$ cat config.mk
export PLATFORM = sky130hd
export DESIGN_NAME = wdg_timer
export DESIGN_NICKNAME = d
export VERILOG_FILES = /design/src/rtl/wdg_pkg.sv /design/src/rtl/wdg_count.sv /design/src/rtl/wdg_regs.sv /design/src/rtl/wdg_timer.sv
export SDC_FILE = /design/constraint.sdc
export NUM_CORES = 1
export LEC_CHECK = 0
export CELL_PAD_IN_SITES_DETAIL_PLACEMENT = 1
export CELL_PAD_IN_SITES_GLOBAL_PLACEMENT = 1
export CORE_UTILIZATION = 41
export DETAILED_ROUTE_END_ITERATION = 10
export PLACE_DENSITY_LB_ADDON = 0.3
export SYNTH_ARGS = -nofsm -noshare
export SYNTH_HDL_FRONTEND = slang
export SYNTH_SLANG_ARGS = --single-unit
$ cat constraint.sdc
create_clock -name clk -period 2.7 [get_ports clk]
set_clock_uncertainty 0.15 [all_clocks]
set_input_delay 0.27 -clock clk [delete_from_list [all_inputs] [get_ports clk]]
set_output_delay 0.27 -clock clk [all_outputs]
set_load 0.05 [all_outputs]
$ cat src/rtl/wdg_pkg.sv
package wdg_pkg;
  localparam logic [11:0] OFF_LOAD  = 12'h000;
  localparam logic [11:0] OFF_COUNT = 12'h004;
  localparam logic [11:0] OFF_CTRL  = 12'h008;
  localparam logic [11:0] OFF_ICLR  = 12'h00C;
  localparam logic [11:0] OFF_RAW   = 12'h010;
  localparam logic [11:0] OFF_MASK  = 12'h014;
  localparam logic [11:0] OFF_LOCK  = 12'hC00;

  localparam logic [31:0] UNLOCK_KEY = 32'h1ACCE551;

  typedef enum logic [2:0] {
    SEL_NONE, SEL_LOAD, SEL_COUNT, SEL_CTRL,
    SEL_ICLR, SEL_RAW, SEL_MASK, SEL_LOCK
  } reg_sel_e;
endpackage

$ cat src/rtl/wdg_count.sv
module wdg_count #(
  parameter int CNT_W = 32
) (
  input  logic             clk,
  input  logic             rst,
  input  logic             run_en,
  input  logic             rst_en,
  input  logic             reload,
  input  logic [CNT_W-1:0] reload_val,
  input  logic             flag_clr,
  output logic [CNT_W-1:0] cnt_o,
  output logic             flag_o,
  output logic             sysrst_o
);
  logic [CNT_W-1:0] cnt_q;
  logic             flag_q;
  logic             sysrst_q;
  logic             at_zero;
  logic             expire;

  assign at_zero = (cnt_q == '0);
  // an explicit reload (bus command) outranks a same-cycle expiry
  assign expire  = run_en && at_zero && !reload;

  always_ff @(posedge clk) begin
    if (rst) begin
      cnt_q    <= '1;
      flag_q   <= 1'b0;
      sysrst_q <= 1'b0;
    end else begin
      if (reload)
        cnt_q <= reload_val;
      else if (run_en)
        cnt_q <= at_zero ? reload_val : cnt_q - 1'b1;

      if (flag_clr)
        flag_q <= 1'b0;
      else if (expire)
        flag_q <= 1'b1;

      if (expire && flag_q && rst_en && !flag_clr)
        sysrst_q <= 1'b1;
    end
  end

  assign cnt_o    = cnt_q;
  assign flag_o   = flag_q;
  assign sysrst_o = sysrst_q;

  // the flag only rises after a running count sat at zero
  assert_flag_on_zero_R4: assert property (@(posedge clk) disable iff (rst)
    $rose(flag_q) |-> $past(run_en && cnt_q == '0));

  // once asserted, the reset request holds
  assert_rst_sticky_R5: assert property (@(posedge clk) disable iff (rst)
    sysrst_q |=> sysrst_q);

  // the reset request needs a pending flag, both enables and a zero count
  assert_rst_cause_R5: assert property (@(posedge clk) disable iff (rst)
    $rose(sysrst_q) |-> $past(flag_q && run_en && rst_en && cnt_q == '0));

  // a stopped count with no reload command holds its value
  assert_hold_R9: assert property (@(posedge clk) disable iff (rst)
    (!run_en && !reload) |=> $stable(cnt_q));
endmodule

$ cat src/rtl/wdg_regs.sv
module wdg_regs
  import wdg_pkg::*;
#(
  parameter int ADDR_W = 12,
  parameter int DATA_W = 32
) (
  input  logic              clk,
  input  logic              rst,
  input  logic              bus_sel,
  input  logic              bus_wr,
  input  logic [ADDR_W-1:0] bus_addr,
  input  logic [DATA_W-1:0] bus_wdata,
  output logic [DATA_W-1:0] bus_rdata,
  input  logic [DATA_W-1:0] cnt_i,
  input  logic              flag_i,
  output logic              run_en,
  output logic              rst_en,
  output logic              reload,
  output logic [DATA_W-1:0] reload_val,
  output logic              flag_clr
);
  localparam logic [DATA_W-1:0] KEY = DATA_W'(UNLOCK_KEY);

  reg_sel_e          sel;
  logic [DATA_W-1:0] load_q;
  logic [1:0]        ctrl_q;
  logic              locked_q;
  logic [DATA_W-1:0] rdata_q;
  logic [DATA_W-1:0] rd_mux;
  logic              wr_any;
  logic              wr_ok;
  logic              load_wr;
  logic              ctrl_wr;
  logic              iclr_wr;

  always_comb begin
    unique case (bus_addr)
      ADDR_W'(OFF_LOAD):  sel = SEL_LOAD;
      ADDR_W'(OFF_COUNT): sel = SEL_COUNT;
      ADDR_W'(OFF_CTRL):  sel = SEL_CTRL;
      ADDR_W'(OFF_ICLR):  sel = SEL_ICLR;
      ADDR_W'(OFF_RAW):   sel = SEL_RAW;
      ADDR_W'(OFF_MASK):  sel = SEL_MASK;
      ADDR_W'(OFF_LOCK):  sel = SEL_LOCK;
      default:            sel = SEL_NONE;
    endcase
  end

  assign wr_any  = bus_sel && bus_wr;
  assign wr_ok   = wr_any && !locked_q;
  assign load_wr = wr_ok && (sel == SEL_LOAD);
  assign ctrl_wr = wr_ok && (sel == SEL_CTRL);
  assign iclr_wr = wr_ok && (sel == SEL_ICLR);

  always_ff @(posedge clk) begin
    if (rst) begin
      load_q   <= '1;
      ctrl_q   <= 2'b00;
      locked_q <= 1'b1;
    end else begin
      if (load_wr) load_q <= bus_wdata;
      if (ctrl_wr) ctrl_q <= bus_wdata[1:0];
      if (wr_any && sel == SEL_LOCK) locked_q <= (bus_wdata != KEY);
    end
  end

  always_comb begin
    rd_mux = '0;
    unique case (sel)
      SEL_LOAD:  rd_mux = load_q;
      SEL_COUNT: rd_mux = cnt_i;
      SEL_CTRL:  rd_mux = DATA_W'(ctrl_q);
      SEL_RAW:   rd_mux = DATA_W'(flag_i);
      SEL_MASK:  rd_mux = DATA_W'(flag_i & ctrl_q[0]);
      SEL_LOCK:  rd_mux = DATA_W'(locked_q);
      default:   rd_mux = '0;
    endcase
  end

  always_ff @(posedge clk) begin
    if (rst) rdata_q <= '0;
    else     rdata_q <= (bus_sel && !bus_wr) ? rd_mux : '0;
  end

  assign bus_rdata  = rdata_q;
  assign run_en     = ctrl_q[0];
  assign rst_en     = ctrl_q[1];
  assign reload     = load_wr || iclr_wr || (ctrl_wr && bus_wdata[0] && !ctrl_q[0]);
  assign reload_val = load_wr ? bus_wdata : load_q;
  assign flag_clr   = iclr_wr;

  // a locked block ignores writes to its data registers
  assert_locked_ignore_R3: assert property (@(posedge clk) disable iff (rst)
    (wr_any && locked_q && sel != SEL_LOCK) |=> ($stable(load_q) && $stable(ctrl_q)));

  // the key always unlocks
  assert_key_unlocks_R2: assert property (@(posedge clk) disable iff (rst)
    (wr_any && sel == SEL_LOCK && bus_wdata == KEY) |=> !locked_q);
endmodule

$ cat src/rtl/wdg_timer.sv
module wdg_timer #(
  parameter int ADDR_W = 12,
  parameter int DATA_W = 32
) (
  input  logic              clk,
  input  logic              rst,
  input  logic              bus_sel,
  input  logic              bus_wr,
  input  logic [ADDR_W-1:0] bus_addr,
  input  logic [DATA_W-1:0] bus_wdata,
  output logic [DATA_W-1:0] bus_rdata,
  output logic              irq_o,
  output logic              sysrst_o
);
  logic              run_en;
  logic              rst_en;
  logic              reload;
  logic [DATA_W-1:0] reload_val;
  logic              flag_clr;
  logic [DATA_W-1:0] cnt;
  logic              flag;

  wdg_regs #(.ADDR_W(ADDR_W), .DATA_W(DATA_W)) u_regs (
    .clk(clk), .rst(rst), .bus_sel(bus_sel), .bus_wr(bus_wr),
    .bus_addr(bus_addr), .bus_wdata(bus_wdata), .bus_rdata(bus_rdata),
    .cnt_i(cnt), .flag_i(flag), .run_en(run_en), .rst_en(rst_en),
    .reload(reload), .reload_val(reload_val), .flag_clr(flag_clr)
  );

  wdg_count #(.CNT_W(DATA_W)) u_count (
    .clk(clk), .rst(rst), .run_en(run_en), .rst_en(rst_en),
    .reload(reload), .reload_val(reload_val), .flag_clr(flag_clr),
    .cnt_o(cnt), .flag_o(flag), .sysrst_o(sysrst_o)
  );

  assign irq_o = flag & run_en;

  // the interrupt pin never shows while the counter is stopped
  assert_irq_masked_R8: assert property (@(posedge clk) disable iff (rst)
    $rose(irq_o) |-> (flag && run_en));
endmodule

# ---- After elaboration in Yosys (flattened, before gate mapping)
# Index checks and enable logic that the tools add are counted.
dict set report word_totals {
  ff_bits 101
  input_bits 48
  output_inout_bits 34
  word_cells 57
}
dict set report op_classes {
  addsub 1
  eq_ne 14
  muxes 6
  bitwise 3
  n_reduce_logical 26
}
# op n
set ops {}
lappend ops {{case mux 32 bit (6 select lines)} 1}
lappend ops {{two-way mux 32 bit} 4}
lappend ops {{logical NOT 32 bit} 1}
lappend ops {{inequality test 32 x 29 -> 1 bit (second input constant)} 1}
lappend ops {{subtractor 32 x 1 -> 32 bit (second input constant)} 1}
lappend ops {{== test 12 x 4 -> 1 bit (second input constant)} 2}
lappend ops {{== test 12 x 5 -> 1 bit (second input constant)} 2}
lappend ops {{case mux 3 bit (7 select lines)} 1}
lappend ops {{logical AND 1 bit} 14}
lappend ops {{== test 12 bit (second input constant)} 1}
lappend ops {{== test 12 x 3 -> 1 bit (second input constant)} 1}
lappend ops {{== test 3 bit (second input constant)} 4}
lappend ops {{logical NOT 12 bit} 1}
lappend ops {{== test 3 x 2 -> 1 bit (second input constant)} 2}
lappend ops {{logical NOT 1 bit} 5}
lappend ops {{OR reduction 2 bit} 2}
lappend ops {{== test 3 x 1 -> 1 bit (second input constant)} 1}
lappend ops {{bitwise AND 1 bit} 2}
lappend ops {{logical OR 1 bit} 2}
lappend ops {{nonzero test 2 bit} 1}
lappend ops {{NOT 1 bit} 1}

# ---- Longest topological paths before layout
# Gate-level depths: netlist of run 1.
dict set report logic_depth {
  ltp_word 12
  mapped_depth 9
  mapped_depth_nobuf 8
}

# ---- Cells and area by module
# From an unflattened synthesis of run 1, not the netlist that was laid out.
dict set report hier_totals {
  cells_unflattened 671
  area_unflattened_um2 5403.9
}
# module instances cells_per_inst area_each_um2 seq_area_each_um2
set by_module_without_submodules {}
lappend by_module_without_submodules {wdg_regs 1 386 3070.4 1341.3}
lappend by_module_without_submodules {wdg_count 1 284 2327.2 680.7}
lappend by_module_without_submodules {wdg_timer 1 1 6.3 0.0}

# ---- Least setup slack after synthesis of run 1
# OpenSTA, ideal clock, no wires.
dict set report synth_path {
  kind {input-to-reg}
  startpoint {input bus_addr[1]}
  endpoint {register u_count.cnt_q[12] (netlist: u_count.cnt_o[12])}
  setup_ps 123
  t_arrival_ps 2264
  required_ps 2427
  slack_ps 163
  stages 9
  n_path_buf 3
  cell_sequence {or4_4 buf_6 a211o_1 xnor2_2 a211oi_2 buf_6 buf_12 a21oi_2 o32a_2}
}
dict set report synth_between {
  elab_chain_len 8
  word_cells_on_any_way 23
  cone_classes {eq/ne (9); mux (5); reduce/logical (9)}
}
# item line
set synth_lines {}
lappend synth_lines {{from (decl)} wdg_timer.sv:9} ;# input logic [ADDR_W-1:0] bus_addr,
lappend synth_lines {{== test 12 bit (tied with other cells)} wdg_regs.sv:37} ;# unique case (bus_addr)
lappend synth_lines {{case mux 3 bit (7 select lines) *} wdg_regs.sv:37}
lappend synth_lines {{== test 3 x 1 -> 1 bit / == test 3 x 2 -> 1 bit (equally long branches)} {wdg_regs.sv:51, wdg_regs.sv:52}}
lappend synth_lines {{logical AND 1 bit, on equally long branches} {wdg_regs.sv:51, wdg_regs.sv:52}}
lappend synth_lines {{two-way mux 32 bit / logical AND 1 bit (equally long branches)} {wdg_regs.sv:89, wdg_regs.sv:88}}
lappend synth_lines {{two-way mux 32 bit / logical AND 1 bit (equally long branches)} {wdg_count.sv:34, wdg_regs.sv:88}}
lappend synth_lines {{two-way mux 32 bit / logical OR 1 bit (equally long branches)} {wdg_count.sv:33, wdg_regs.sv:88}}
lappend synth_lines {{two-way mux 32 bit / nonzero test 2 bit (equally long branches)} -}
lappend synth_lines {{to (signal assigned)} wdg_count.sv:32} ;# cnt_q <= reload_val;
lappend synth_lines {{to (signal assigned)} wdg_count.sv:34} ;# cnt_q <= at_zero ? reload_val : cnt_q - 1'b1;
lappend synth_lines {{to (decl)} wdg_count.sv:15} ;# logic [CNT_W-1:0] cnt_q;
# Every way passes the cells marked *; elsewhere a longest branch is shown, timed or not. The select of a mux whose other input is x is not followed.
# A chain may end at the register's enable or synchronous reset.

# ---- Final worst setup path of run 1
dict set report layout_path {
  startpoint {input bus_addr[8]}
  endpoint {register u_count.cnt_q[0] (netlist: u_count.cnt_o[0])}
}
# Same word-level chain as after synthesis.

==> impl_results.md, run 1 <==
- FILL cells: 1446
- Post-synth EDFFs: 0
- Metal2 WL: 9060 um
- Synth async-reset ratio: 0
- Syn Inst Count: 562
- Worst Setup SP: bus_addr[8]
- Reg2Reg Setup Slack: 0.18 ns
- Status: finished clean
- IO Port Bufs: 81
- Post-synth top cells: 101 x dfxtp_1, 64 x nor2_1, 52 x mux2i_1, 45 x nand2_1, 34 x a22oi_1
- Synth unique cells: 77
- Critical path's slowest cell: or4_4
- Tcrit/Tclk final: 0.986
- DRT Pass-1 Iters: 5
- Final-report hold violation count: 0
- R2r startpoint: u_count.cnt_o[1]
- Worst r2r dst: u_count.cnt_o[18]
- Layout cells sized above 1: 0.232
- CTS tree: done
- Most frequent cell after synthesis: dfxtp_1
- Startpoint Class: input port
- Clk_lat worst skew: 0.36 ns
- Cells along the critical path: dlygate4sd2_1 > or4_4 > a211o_4 > buf_4 > nand4_2 > buf_12 > mux2_2 > a32oi_1 > nand4_1
- Worst r2r path cells: 8
- # nets final: 765
- RSZ-0062 raised after global routing: no
- Crit. path cell count: 9
- Drt drc: 0
- Final max-slew violation count: 0
- GRT Total Usage: 0.285
- Antenna cell count: 0
- Initial drt markers: 285
- Worst-margin pin slew: 0.515 ns
- First-pass GRT wire length: 28700 um
- Worst path bufs/invs: 3
- Max layer used: met4
- Hold slack: 0.330 ns
- PnR Total Power: 3.06 mW
- Post-synthesis cell area: 0.00526 mm2
- Critical Path RT: 2.75 ns
- Yosys top cell by area: dfxtp_1
- Pwr per Cell Area: 417 mW/mm2
- Yosys reg bits: 101
- DR vias/cell: 5.81
- Setup TNS: 0 ns
- Worst-path clk slew: 0.07 ns
- Worst setup endpoint: u_count.cnt_o[0]
- Synth top area share: 0.384
- Mapped Nets: 612
- Worst Hold Launch: u_regs.ctrl_q[1]
- Metal3 WL: 815 um
- Root Driver: clkbuf_16
- Die area: 0.0133 mm2
- Metal-1 WL: 7700 um
- Lkg Pwr: 3.06 nW
- Dpl hpwl: 12700 um
- Layout area overhead: 39.2%
- GPL Wtd Cong: 0.909
- Final Non-Filler Cells: 891
- Multi-input gate area: 0.00300 mm2
- Max incr delay on CP: 0.59 ns
- Die X: 115 um
- Delay-heaviest family, CP: simple AND/OR/NAND/NOR gates
- Max transition margin: 0.654
- Worst-case clock buffer depth: 2
- DR WL/cell: 20.4 um
- Synthesized area per cell: 9.36 um2
- H-tree depth: 3
- Fmax: 376 MHz
- Max_cap viols: 0
- Vias: 5177
- Placed cells: 866
- Initial antenna violation count: 0
- YS warnings: 0
- Number of nets still failing antenna checks after routing: 0
- Total core area: 0.0126 mm2
- Post-Route WL: 18200 um
- Clock sink total: 101
- Max IR drop VDD: 415 uV
- Top post-synthesis cells by area: dfxtp_1 38%, mux2i_1 9.9%, a22oi_1 4.9%
- Total global routing overflow: 0
- Setup violators final: 0
- Hold/Removal Path Class: reg2reg
- Final Critical Period: 2.66 ns
- Vias in the first global route: 5489
- IO Pins: 82
- Largest net degree at the start of global routing: 24
- FF/Latch Area: 0.00202 mm2
- Site row count: 41
- Starting Density: 0.419
- Ys flop type: dfxtp_1
- CP Capture Type: register
- Critical path class: in2reg
- Arr. time, crit path: 2.72 ns
- CP max FO: 17
- Post-synthesis sequential area ratio: 0.384
- Num CTS Buffers: 9
- Die height: 115 um
==> state kept, by name, summed over array words and instances, names as in the netlist <==
register,count
u_count.cnt_o,32
u_regs.ctrl_q,2
u_count.flag_o,1
u_regs.bus_rdata,32
u_count.sysrst_o,1
u_regs.load_q,32
u_regs.locked_q,1
==> routing by layer <==
metal  vias to the layer above  global-route usage
met4                         0               0.126
met2                       153               0.500
li1                       2394                   -
met1                      2581               0.336
met3                        49              0.0569
met5                         -                   0
==> placed cells by master (no fill, tap or decap), types with 8 or more instances in the layout <==
| master | instances |
|---|---|
| dfxtp_1 | 101 |
| clkbuf_16 | 9 |
| o32a_1 | 13 |
| or3_1 | 9 |
| nand2_1 | 45 |
| inv_1 | 19 |
| nand4_1 | 10 |
| nand2b_1 | 10 |
| buf_4 | 84 |
| buf_12 | 8 |
| a22oi_1 | 34 |
| mux2_2 | 10 |
| nor2_1 | 63 |
| mux2i_1 | 49 |
| a21oi_1 | 19 |
| clkdlybuf4s50_1 | 73 |
| nor3_1 | 12 |
==> through the flow <==
stage,setup WS (ns),util,area [um2]
finish,0.0376,0.582,7320
global route,0.00955,0.582,7320
CTS,0.00255,0.578,7270
detailed placement,-0.541,0.540,6790
global placement,-0.361,0.540,6790
floorplan,0.163,-,5260
==> cells by family (layout without fill, tap and decap cells) <==
| kind of cell | after synthesis | count (layout) | synth area share |
|---|---|---|---|
| xor gates and xnor gates | 1 | 1 | 0.00309 |
| DFF | 101 | 101 | 0.384 |
| adders and majority gates | 2 | 2 | 0.00476 |
| muxes | 64 | 64 | 0.125 |
| buffers and inverters | 56 | 213 | 0.0647 |
| and+or+nand+nor | 210 | 210 | 0.219 |
| AOI/OAI and AO/OA | 128 | 128 | 0.199 |
==> how the worst min path moves through the flow <==
| stage | endpoint | slack, ns | depth (start not counted) |
|---|---|---|---|
| 5_1_grt | u_regs.ctrl_q[1] | 0.36 | 2 |
| 2_1_floorplan | u_regs.load_q[5] | 0.26 | 2 |
| 6_report | u_regs.ctrl_q[1] | 0.33 | 2 |
| 4_1_cts | u_regs.ctrl_q[1] | 0.33 | 2 |
| 3_5_place_dp | u_regs.ctrl_q[1] | 0.32 | 2 |
| 3_3_place_gp | u_regs.ctrl_q[1] | 0.31 | 2 |
==> what timing repair did <==
item                                    in CTS  in global routing
gates resized for setup                     16                 11
pin swaps                                    5                  6
gates cloned                                 3                  0
endpoints found under the hold margin        0                  0
setup buffers                                7                  0
hold buffers                                 0                  0
endpoints found under the setup margin      45                 28
==> where the power goes <==
group	internal [mW]	total (mW)	switching [mW]
logic	0.0911	0.167	0.0763
registers	1.49	1.49	0.000000133
clock network	0.819	1.40	0.580
total	2.40	3.06	0.657
==> tightest hold or removal path: stages, from the launching register on <==
cell and delay (ns):
dfxtp_1 0.32, nand2_1 0.06, a21oi_1 0.05
==> final cells by class <==
cell class              instances  area share
inverters                      20      0.0103
repair buffers                178       0.231
clock buffers                  13      0.0383
clock inverters                 2     0.00530
well taps                     172      0.0294
multi-input cells             405       0.410
flip-flops and latches        101       0.276
Note: power is estimated with default switching activity, not from simulation.
==> run 2: changes to the inputs <==
--- a/config.mk
+++ b/config.mk
@@ -5,6 +5,8 @@
 export SDC_FILE = /design/constraint.sdc
 export NUM_CORES = 1
 export LEC_CHECK = 0
+export ABC_CLOCK_PERIOD_IN_PS = 2700
+export CAP_MARGIN = 40
 export CELL_PAD_IN_SITES_DETAIL_PLACEMENT = 1
 export CELL_PAD_IN_SITES_GLOBAL_PLACEMENT = 1
 export CORE_UTILIZATION = 41
==> constraint.sdc (replaced) <==
create_clock -name clk -period 2.7 [get_ports clk]
set_clock_uncertainty 0.15 [all_clocks]
set_input_delay 0.27 -clock clk [delete_from_list [all_inputs] [get_ports clk]]
set_output_delay 0.27 -clock clk [all_outputs]
set_load 0.01 [all_outputs]
==> results of run 2 <==
Same layout as run 1 (identical final DEF). Status: finished clean.
==> run 3: changes to the inputs <==
--- a/config.mk
+++ b/config.mk
@@ -10,6 +10,7 @@
 export CELL_PAD_IN_SITES_DETAIL_PLACEMENT = 1
 export CELL_PAD_IN_SITES_GLOBAL_PLACEMENT = 1
 export CORE_UTILIZATION = 41
+export CTS_CLUSTER_SIZE = 14
 export DETAILED_ROUTE_END_ITERATION = 10
 export PLACE_DENSITY_LB_ADDON = 0.3
 export SYNTH_ARGS = -nofsm -noshare
==> results of run 3 <==
Same layout as run 1 (identical final DEF). Status: finished clean.
